File: src/rtl/ata_pio_pkg.sv
package ata_pio_pkg;

    typedef enum logic [1:0] {
        ST_IDLE   = 2'd0,
        ST_SETUP  = 2'd1,
        ST_STROBE = 2'd2,
        ST_HOLD   = 2'd3
    } pio_state_e;

    function automatic int imax(input int a, input int b);
        return (a > b) ? a : b;
    endfunction

endpackage

File: src/rtl/ata_pio_sync.sv
module ata_pio_sync #(
    parameter int STAGES   = 2,
    parameter bit RST_VAL  = 1'b1
) (
    input  logic clk,
    input  logic rst_n,
    input  logic d_in,
    output logic q_out
);

    logic [STAGES-1:0] chain_q;
    logic [STAGES-1:0] chain_d;

    always_comb begin
        chain_d = {chain_q[STAGES-2:0], d_in};
    end

    always_ff @(posedge clk or negedge rst_n) begin
        if (!rst_n) chain_q <= {STAGES{RST_VAL}};
        else        chain_q <= chain_d;
    end

    assign q_out = chain_q[STAGES-1];

endmodule

File: src/rtl/ata_pio_gap.sv
module ata_pio_gap #(
    parameter int T_RECOV = 3,
    parameter int T_CYCLE = 12
) (
    input  logic clk,
    input  logic rst_n,
    input  logic strobe_start,
    input  logic strobe_end,
    output logic gap_ready
);

    localparam int RW = $clog2(T_RECOV + 1);
    localparam int FW = $clog2(T_CYCLE + 1);

    typedef struct packed {
        logic [RW-1:0] rec;
        logic [FW-1:0] flr;
    } gap_t;

    gap_t g_q, g_d;

    always_comb begin
        g_d = g_q;
        if (g_q.rec != '0) g_d.rec = g_q.rec - 1'b1;
        if (g_q.flr != '0) g_d.flr = g_q.flr - 1'b1;
        if (strobe_end)   g_d.rec = RW'(T_RECOV);
        if (strobe_start) g_d.flr = FW'(T_CYCLE);
    end

    always_ff @(posedge clk or negedge rst_n) begin
        if (!rst_n) g_q <= '0;
        else        g_q <= g_d;
    end

    assign gap_ready = (g_q.rec == '0) && (g_q.flr == '0);

    // recovery window closes the request port right after a strobe ends
    a_r8_blocked_after_end: assert property (@(posedge clk) disable iff (!rst_n)
        strobe_end |=> !gap_ready);

endmodule

File: src/rtl/ata_pio_host.sv
module ata_pio_host
    import ata_pio_pkg::*;
#(
    parameter int DW          = 16,
    parameter int AW          = 3,
    parameter int T_ASETUP    = 3,
    parameter int T_PULSE     = 7,
    parameter int T_RECOV     = 3,
    parameter int T_CYCLE     = 12,
    parameter int T_WHOLD     = 1,
    parameter int T_AHOLD     = 1,
    parameter int T_STALL_MAX = 130,
    parameter int SYNC_STAGES = 2
) (
    input  logic          clk,
    input  logic          rst_n,
    input  logic          req_valid,
    output logic          req_ready,
    input  logic          req_write,
    input  logic [1:0]    req_cs,
    input  logic [AW-1:0] req_addr,
    input  logic [DW-1:0] req_wdata,
    output logic          rsp_done,
    output logic          rsp_err,
    output logic [DW-1:0] rsp_rdata,
    output logic [1:0]    ata_cs_n,
    output logic [AW-1:0] ata_da,
    output logic          ata_dior_n,
    output logic          ata_diow_n,
    output logic [DW-1:0] ata_dd_out,
    output logic          ata_dd_oe,
    input  logic [DW-1:0] ata_dd_in,
    input  logic          ata_iordy
);

    localparam int CNT_MAX = imax(imax(T_ASETUP, T_PULSE), imax(T_AHOLD, T_WHOLD));
    localparam int CW      = $clog2(CNT_MAX + 1);
    localparam int TW      = $clog2(T_STALL_MAX + 1);

    typedef struct packed {
        pio_state_e    st;
        logic          wr;
        logic [1:0]    cs_n;
        logic [AW-1:0] da;
        logic [DW-1:0] dd;
        logic          oe;
        logic          rd_n;
        logic          wr_n;
        logic [CW-1:0] cnt;
        logic [TW-1:0] stall;
        logic          err_pend;
        logic          done;
        logic          err;
        logic [DW-1:0] rdata;
    } eng_t;

    localparam eng_t ENG_RST = '{
        st: ST_IDLE, wr: 1'b0, cs_n: 2'b11, da: '0, dd: '0, oe: 1'b0,
        rd_n: 1'b1, wr_n: 1'b1, cnt: '0, stall: '0, err_pend: 1'b0,
        done: 1'b0, err: 1'b0, rdata: '0
    };

    eng_t s_q, s_d;
    logic iordy_s;
    logic gap_ready;
    logic accept;
    logic strobe_start;
    logic strobe_end;

    ata_pio_sync #(
        .STAGES  (SYNC_STAGES),
        .RST_VAL (1'b1)
    ) i_sync (
        .clk   (clk),
        .rst_n (rst_n),
        .d_in  (ata_iordy),
        .q_out (iordy_s)
    );

    ata_pio_gap #(
        .T_RECOV (T_RECOV),
        .T_CYCLE (T_CYCLE)
    ) i_gap (
        .clk          (clk),
        .rst_n        (rst_n),
        .strobe_start (strobe_start),
        .strobe_end   (strobe_end),
        .gap_ready    (gap_ready)
    );

    assign req_ready = (s_q.st == ST_IDLE) && gap_ready;
    assign accept    = req_valid && req_ready;

    always_comb begin
        s_d      = s_q;
        s_d.done = 1'b0;
        s_d.err  = 1'b0;
        unique case (s_q.st)
            ST_IDLE: begin
                if (accept) begin
                    s_d.st       = ST_SETUP;
                    s_d.wr       = req_write;
                    s_d.cs_n     = ~req_cs;
                    s_d.da       = req_addr;
                    s_d.dd       = req_wdata;
                    s_d.oe       = req_write;
                    s_d.err_pend = 1'b0;
                    s_d.cnt      = CW'(T_ASETUP - 1);
                end
            end
            ST_SETUP: begin
                if (s_q.cnt == '0) begin
                    s_d.st    = ST_STROBE;
                    s_d.rd_n  = s_q.wr;
                    s_d.wr_n  = ~s_q.wr;
                    s_d.cnt   = CW'(T_PULSE - 1);
                    s_d.stall = '0;
                end else begin
                    s_d.cnt = s_q.cnt - 1'b1;
                end
            end
            ST_STROBE: begin
                if (s_q.cnt != '0) begin
                    s_d.cnt = s_q.cnt - 1'b1;
                end else if (iordy_s || (s_q.stall == TW'(T_STALL_MAX - 1))) begin
                    s_d.st       = ST_HOLD;
                    s_d.rd_n     = 1'b1;
                    s_d.wr_n     = 1'b1;
                    s_d.cnt      = '0;
                    s_d.err_pend = ~iordy_s;
                    if (!s_q.wr) s_d.rdata = ata_dd_in;
                end else begin
                    s_d.stall = s_q.stall + 1'b1;
                end
            end
            ST_HOLD: begin
                if (s_q.cnt == CW'(T_WHOLD - 1)) s_d.oe = 1'b0;
                if (s_q.cnt == CW'(T_AHOLD - 1)) begin
                    s_d.st   = ST_IDLE;
                    s_d.cs_n = 2'b11;
                    s_d.da   = '0;
                    s_d.oe   = 1'b0;
                    s_d.done = 1'b1;
                    s_d.err  = s_q.err_pend;
                end else begin
                    s_d.cnt = s_q.cnt + 1'b1;
                end
            end
            default: s_d = ENG_RST;
        endcase
    end

    always_ff @(posedge clk or negedge rst_n) begin
        if (!rst_n) s_q <= ENG_RST;
        else        s_q <= s_d;
    end

    assign strobe_start = (s_q.st == ST_SETUP) && (s_q.cnt == '0);
    assign strobe_end   = (s_q.st == ST_STROBE) && (s_d.st == ST_HOLD);

    assign ata_cs_n   = s_q.cs_n;
    assign ata_da     = s_q.da;
    assign ata_dior_n = s_q.rd_n;
    assign ata_diow_n = s_q.wr_n;
    assign ata_dd_out = s_q.dd;
    assign ata_dd_oe  = s_q.oe;
    assign rsp_done   = s_q.done;
    assign rsp_err    = s_q.err;
    assign rsp_rdata  = s_q.rdata;

    // never both strobes active
    a_r10_one_strobe: assert property (@(posedge clk) disable iff (!rst_n)
        $onehot0({~ata_dior_n, ~ata_diow_n}));

    // host does not drive the bus during a read strobe
    a_r4_quiet_on_read: assert property (@(posedge clk) disable iff (!rst_n)
        !ata_dior_n |-> !ata_dd_oe);

    // address and chip selects frozen while a strobe stays low
    a_r2_addr_stable: assert property (@(posedge clk) disable iff (!rst_n)
        (!ata_dior_n || !ata_diow_n) |=>
            ((ata_dior_n && ata_diow_n) || ($stable(ata_da) && $stable(ata_cs_n))));

    // a low synchronized ready line keeps the strobe active
    a_r6_stretch: assert property (@(posedge clk) disable iff (!rst_n)
        (s_q.st == ST_STROBE && s_q.cnt == '0 && !iordy_s &&
         s_q.stall != TW'(T_STALL_MAX - 1)) |=> (!ata_dior_n || !ata_diow_n));

    // error only accompanies done
    a_r7_err_with_done: assert property (@(posedge clk) disable iff (!rst_n)
        rsp_err |-> rsp_done);

    // done lasts one cycle
    a_r9_done_pulse: assert property (@(posedge clk) disable iff (!rst_n)
        rsp_done |=> !rsp_done);

    // port closed while a strobe is active
    a_r9_busy_closed: assert property (@(posedge clk) disable iff (!rst_n)
        (!ata_dior_n || !ata_diow_n) |-> !req_ready);

endmodule

File: config.mk
export PLATFORM = sky130hd
export DESIGN_NAME = ata_pio_host
export DESIGN_NICKNAME = d
export VERILOG_FILES = /design/src/rtl/ata_pio_pkg.sv /design/src/rtl/ata_pio_sync.sv /design/src/rtl/ata_pio_gap.sv /design/src/rtl/ata_pio_host.sv
export SDC_FILE = /design/constraint.sdc
export NUM_CORES = 1
export LEC_CHECK = 0
export ABC_AREA = 1
export BUFFER_PORTS_ARGS = -buffer_cell sky130_fd_sc_hd__clkbuf_2
export CAP_MARGIN = 5
export CORE_MARGIN = 1
export CORE_UTILIZATION = 30
export CTS_BUF_LIST = sky130_fd_sc_hd__clkbuf_8
export CTS_CLUSTER_DIAMETER = 50
export DETAILED_ROUTE_END_ITERATION = 16
export HOLD_SLACK_MARGIN = 0.06
export SYNTH_ARGS = -nofsm -noshare
export SYNTH_HDL_FRONTEND = slang
export SYNTH_SLANG_ARGS = --single-unit
File: constraint.sdc
create_clock -name clk -period 3 [get_ports clk]
set_input_delay 0.15 -clock clk [delete_from_list [all_inputs] [get_ports clk]]
set_output_delay 0.15 -clock clk [all_outputs]
set_load 0.01 [all_outputs]
==> flow_summary.json <==
{
  "seq_area_frac_synth_pct": 49.8,
  "hp-class": "in -> reg",
  "hold_violations": 0,
  "p_leak_nw": 2.26,
  "worst_r2r_startpoint": "s_q[27]",
  "core_area_um2": 10500,
  "clk_pin_slew_ns": 0.07,
  "port-buffer-count": 84,
  "ff2ff_path_depth": 6,
  "cts_root_buf": "clkbuf_8",
  "hpwl_mm": 5.00,
  "slew_violations": 0,
  "critPathSlowestCell": "nand4_2",
  "grt_first_pass_wirelength_mm": 12.1,
  "timing.setup.tns_ns": 0,
  "synth_xor_area_share_pct": 1.33,
  "syn-num-nets": 445,
  "finalCritPeriodShare_pct": 69.1,
  "drtPass1Iterations": 4,
  "htreeDepth": 3,
  "synthAdderAreaFrac_pct": 3.05,
  "synthSimpleGateAreaFrac_pct": 22.5,
  "n_antenna_cell": 0,
  "synth_largest_area_cell": "dfrtp_1",
  "grt_pass1_vias": 2569,
  "clkLatencyLatePin_ns": 0.34,
  "start_kind": "flip-flop",
  "fillers": 1092,
  "dieWidth_um": 107,
  "place_area_um2": 3550,
  "synth_top_family_by_area": "simple AND/OR/NAND/NOR gates",
  "critPathBufInv": 2,
  "syn-cell-area_um2": 3280,
  "finalWorstSetupSlack_ns": 0.927,
  "fp.dieH_um": 107,
  "route.detailed.drc": 0,
  "status": "finished clean",
  "synthMuxAreaShare_pct": 0,
  "cts_buffers": 9,
  "hold_path.startpoint": "ata_dd_in[3]",
  "synthArstFlopShare_pct": 100,
  "rows": 37,
  "final.min_clock_period_ns": 2.07,
  "io_pins": 85,
  "cts_tree": "done",
  "whs_path_depth": 3,
  "drt-vias-per-instance": 4.19,
  "yosysUniqueCellTypes": 27,
  "cts.sinks": 65,
  "hold_path_end": "rsp_rdata[3]",
  "required_ns": 3.22,
  "drtAntennaViolNets": 0,
  "cp.arrival_ns": 2.29,
  "gp_congestion": 0.811,
  "wirelength_mm": 7.31,
  "clock_skew_ns": 0.0108,
  "final_nets": 534,
  "final_area_um2": 4110,
  "cap_violations": 0,
  "synth_warnings": 0,
  "critPathCaptureType": "flip-flop",
  "whs_ns": 0.0755,
  "path_delay_family": "simple AND/OR/NAND/NOR gates",
  "rr_endpoint": "rsp_rdata[6]",
  "synth_cells": 395,
  "synth-compound-area-share_pct": 6.82,
  "start_util_pct": 31.4,
  "setup_viol_count_final": 0,
  "ir_drop_v": 0.000334,
  "crit_fanout": 32,
  "die-area_um2": 11400,
  "crit_type": "reg -> reg",
  "grt-ovfl-total": 0,
  "ff2ff_setup_slack_ns": 0.93,
  "synth_edf_count": 0,
  "synth_top_cell_area_share_pct": 45.0,
  "cts_setup_buffers": 0,
  "vias": 2619,
  "gr-usage-all-layers_pct": 13.7,
  "slew_headroom_pct": 46.1,
  "post-place-ws_ns": 0.973,
  "syn_avg_cell_area_um2": 8.31,
  "power_density_nw_per_um2": 777,
  "synth-seq-cells": 65,
  "worst_pin_slew_ns": 0.808,
  "wl_per_cell_um": 11.7,
  "antenna_found_initial": 0,
  "drt_iter0_drc": 222,
  "area_growth_pct": 25.2,
  "cpPeakStageDelay_ns": 0.54,
  "yosys-top-cells-area": "dfrtp_1, nand2_1, buf_4, inv_1, dfstp_2",
  "cts_buffer_depth": 2,
  "crit_chain": "inv_1, ha_1, nand2_2, inv_1, nand4_2, o21ai_0",
  "synth_ff_type": "dfrtp_1",
  "rsz0062_at_grt": "no",
  "crit_top_cell": "inv_1",
  "grt_max_degree": 66,
  "fmax_mhz": 482,
  "layout-drive-gt1-share_pct": 25.8
}
## per-layer routing
layer	track usage [%]	wire, um
met5	0	0
met4	5.58	106
met3	3.59	379
met2	22.5	3490
met1	17.0	3330
## worst register-to-register path: stages (launching register included)
cell and delay, ns:
dfrtp_1 0.40, inv_1 0.11, ha_1 0.18, nand2_2 0.11, inv_1 0.15, nand4_2 0.54, o21ai_0 0.45
## cell usage in the layout, fill, tap and decap left out, types with 4 or more instances in the layout
master and n:
clkbuf_2 84, clkbuf_8 11, dfrtp_1 59, dfstp_2 6, dlygate4sd3_1 38, ha_1 8
inv_1 53, nand2_1 126, nand2_2 4, nand3_1 19, nor2_1 14, o21ai_0 30
or2_2 4, xor2_1 4
## sequential cells by signal, summed over array words and instances, names as in the netlist, 2 cells and up
register	cells
ata_dd_out	16
rsp_rdata	16
s_q	15
i_gap.g_q	6
ata_da	3
ata_cs_n	2
i_sync.chain_q	2
## layout make-up
cell class | instances | area [um^2] | area share [%]
flip-flops and latches | 65 | 1630 | 39.7
multi-input cells | 229 | 1110 | 26.9
repair buffers | 123 | 808 | 19.7
inverters | 56 | 210 | 5.11
well taps | 136 | 170 | 4.14
clock buffers | 11 | 151 | 3.68
clock inverters | 5 | 30.0 | 0.730
## worst max path at each step
stage                                to  depth (start not counted)         start  slack [ns]
after global placement      ata_cs_n[1]                          9  i_gap.g_q[0]        1.06
final                      rsp_rdata[6]                          6       s_q[27]        0.93
after floorplan                 s_q[19]                          8       s_q[27]        1.55
after CTS                  rsp_rdata[6]                          6       s_q[27]        0.91
after detailed placement  rsp_rdata[10]                          6       s_q[27]        0.97
after global routing       rsp_rdata[6]                          6       s_q[27]        0.67
## cells in the mapped netlist (all sizes together), types with 3 or more instances
library cell	n
dfstp	6
nand4	3
nand3	20
buf	45
ha	8
or2	4
nand2	130
dfrtp	59
o21ai	35
nor2	17
inv	56
xor2	4
## where the power goes
group	switching, mW	leakage [nW]	internal (mW)
combinational	0.684	1.34	0.462
clock	0.331	0.0911	0.340
sequential	0.192	0.826	1.19
## cells by family (layout without fill, tap and decap cells)
logic type,count (synthesis),in the layout
simple gates,175,175
buf+inv,101,195
flops,65,65
compound gates,41,41
fa+ha+maj,8,8
xor+xnor,5,5
## timing repair
item / CTS / global route
endpoints found under the hold margin: 96 / 0
hold buffers: 38 / 0
resized for setup: 0 / 0
## per-stage QoR
step                instances  power (mW)  utilization (%)
floorplan                 395        2.33                -
global placement          571        2.46             33.9
detailed placement        571        2.51             33.9
CTS                       625        3.24             39.3
global route              625        3.46             39.3
finish                    625        3.19             39.3
Note: power is estimated with default switching activity, not from simulation.
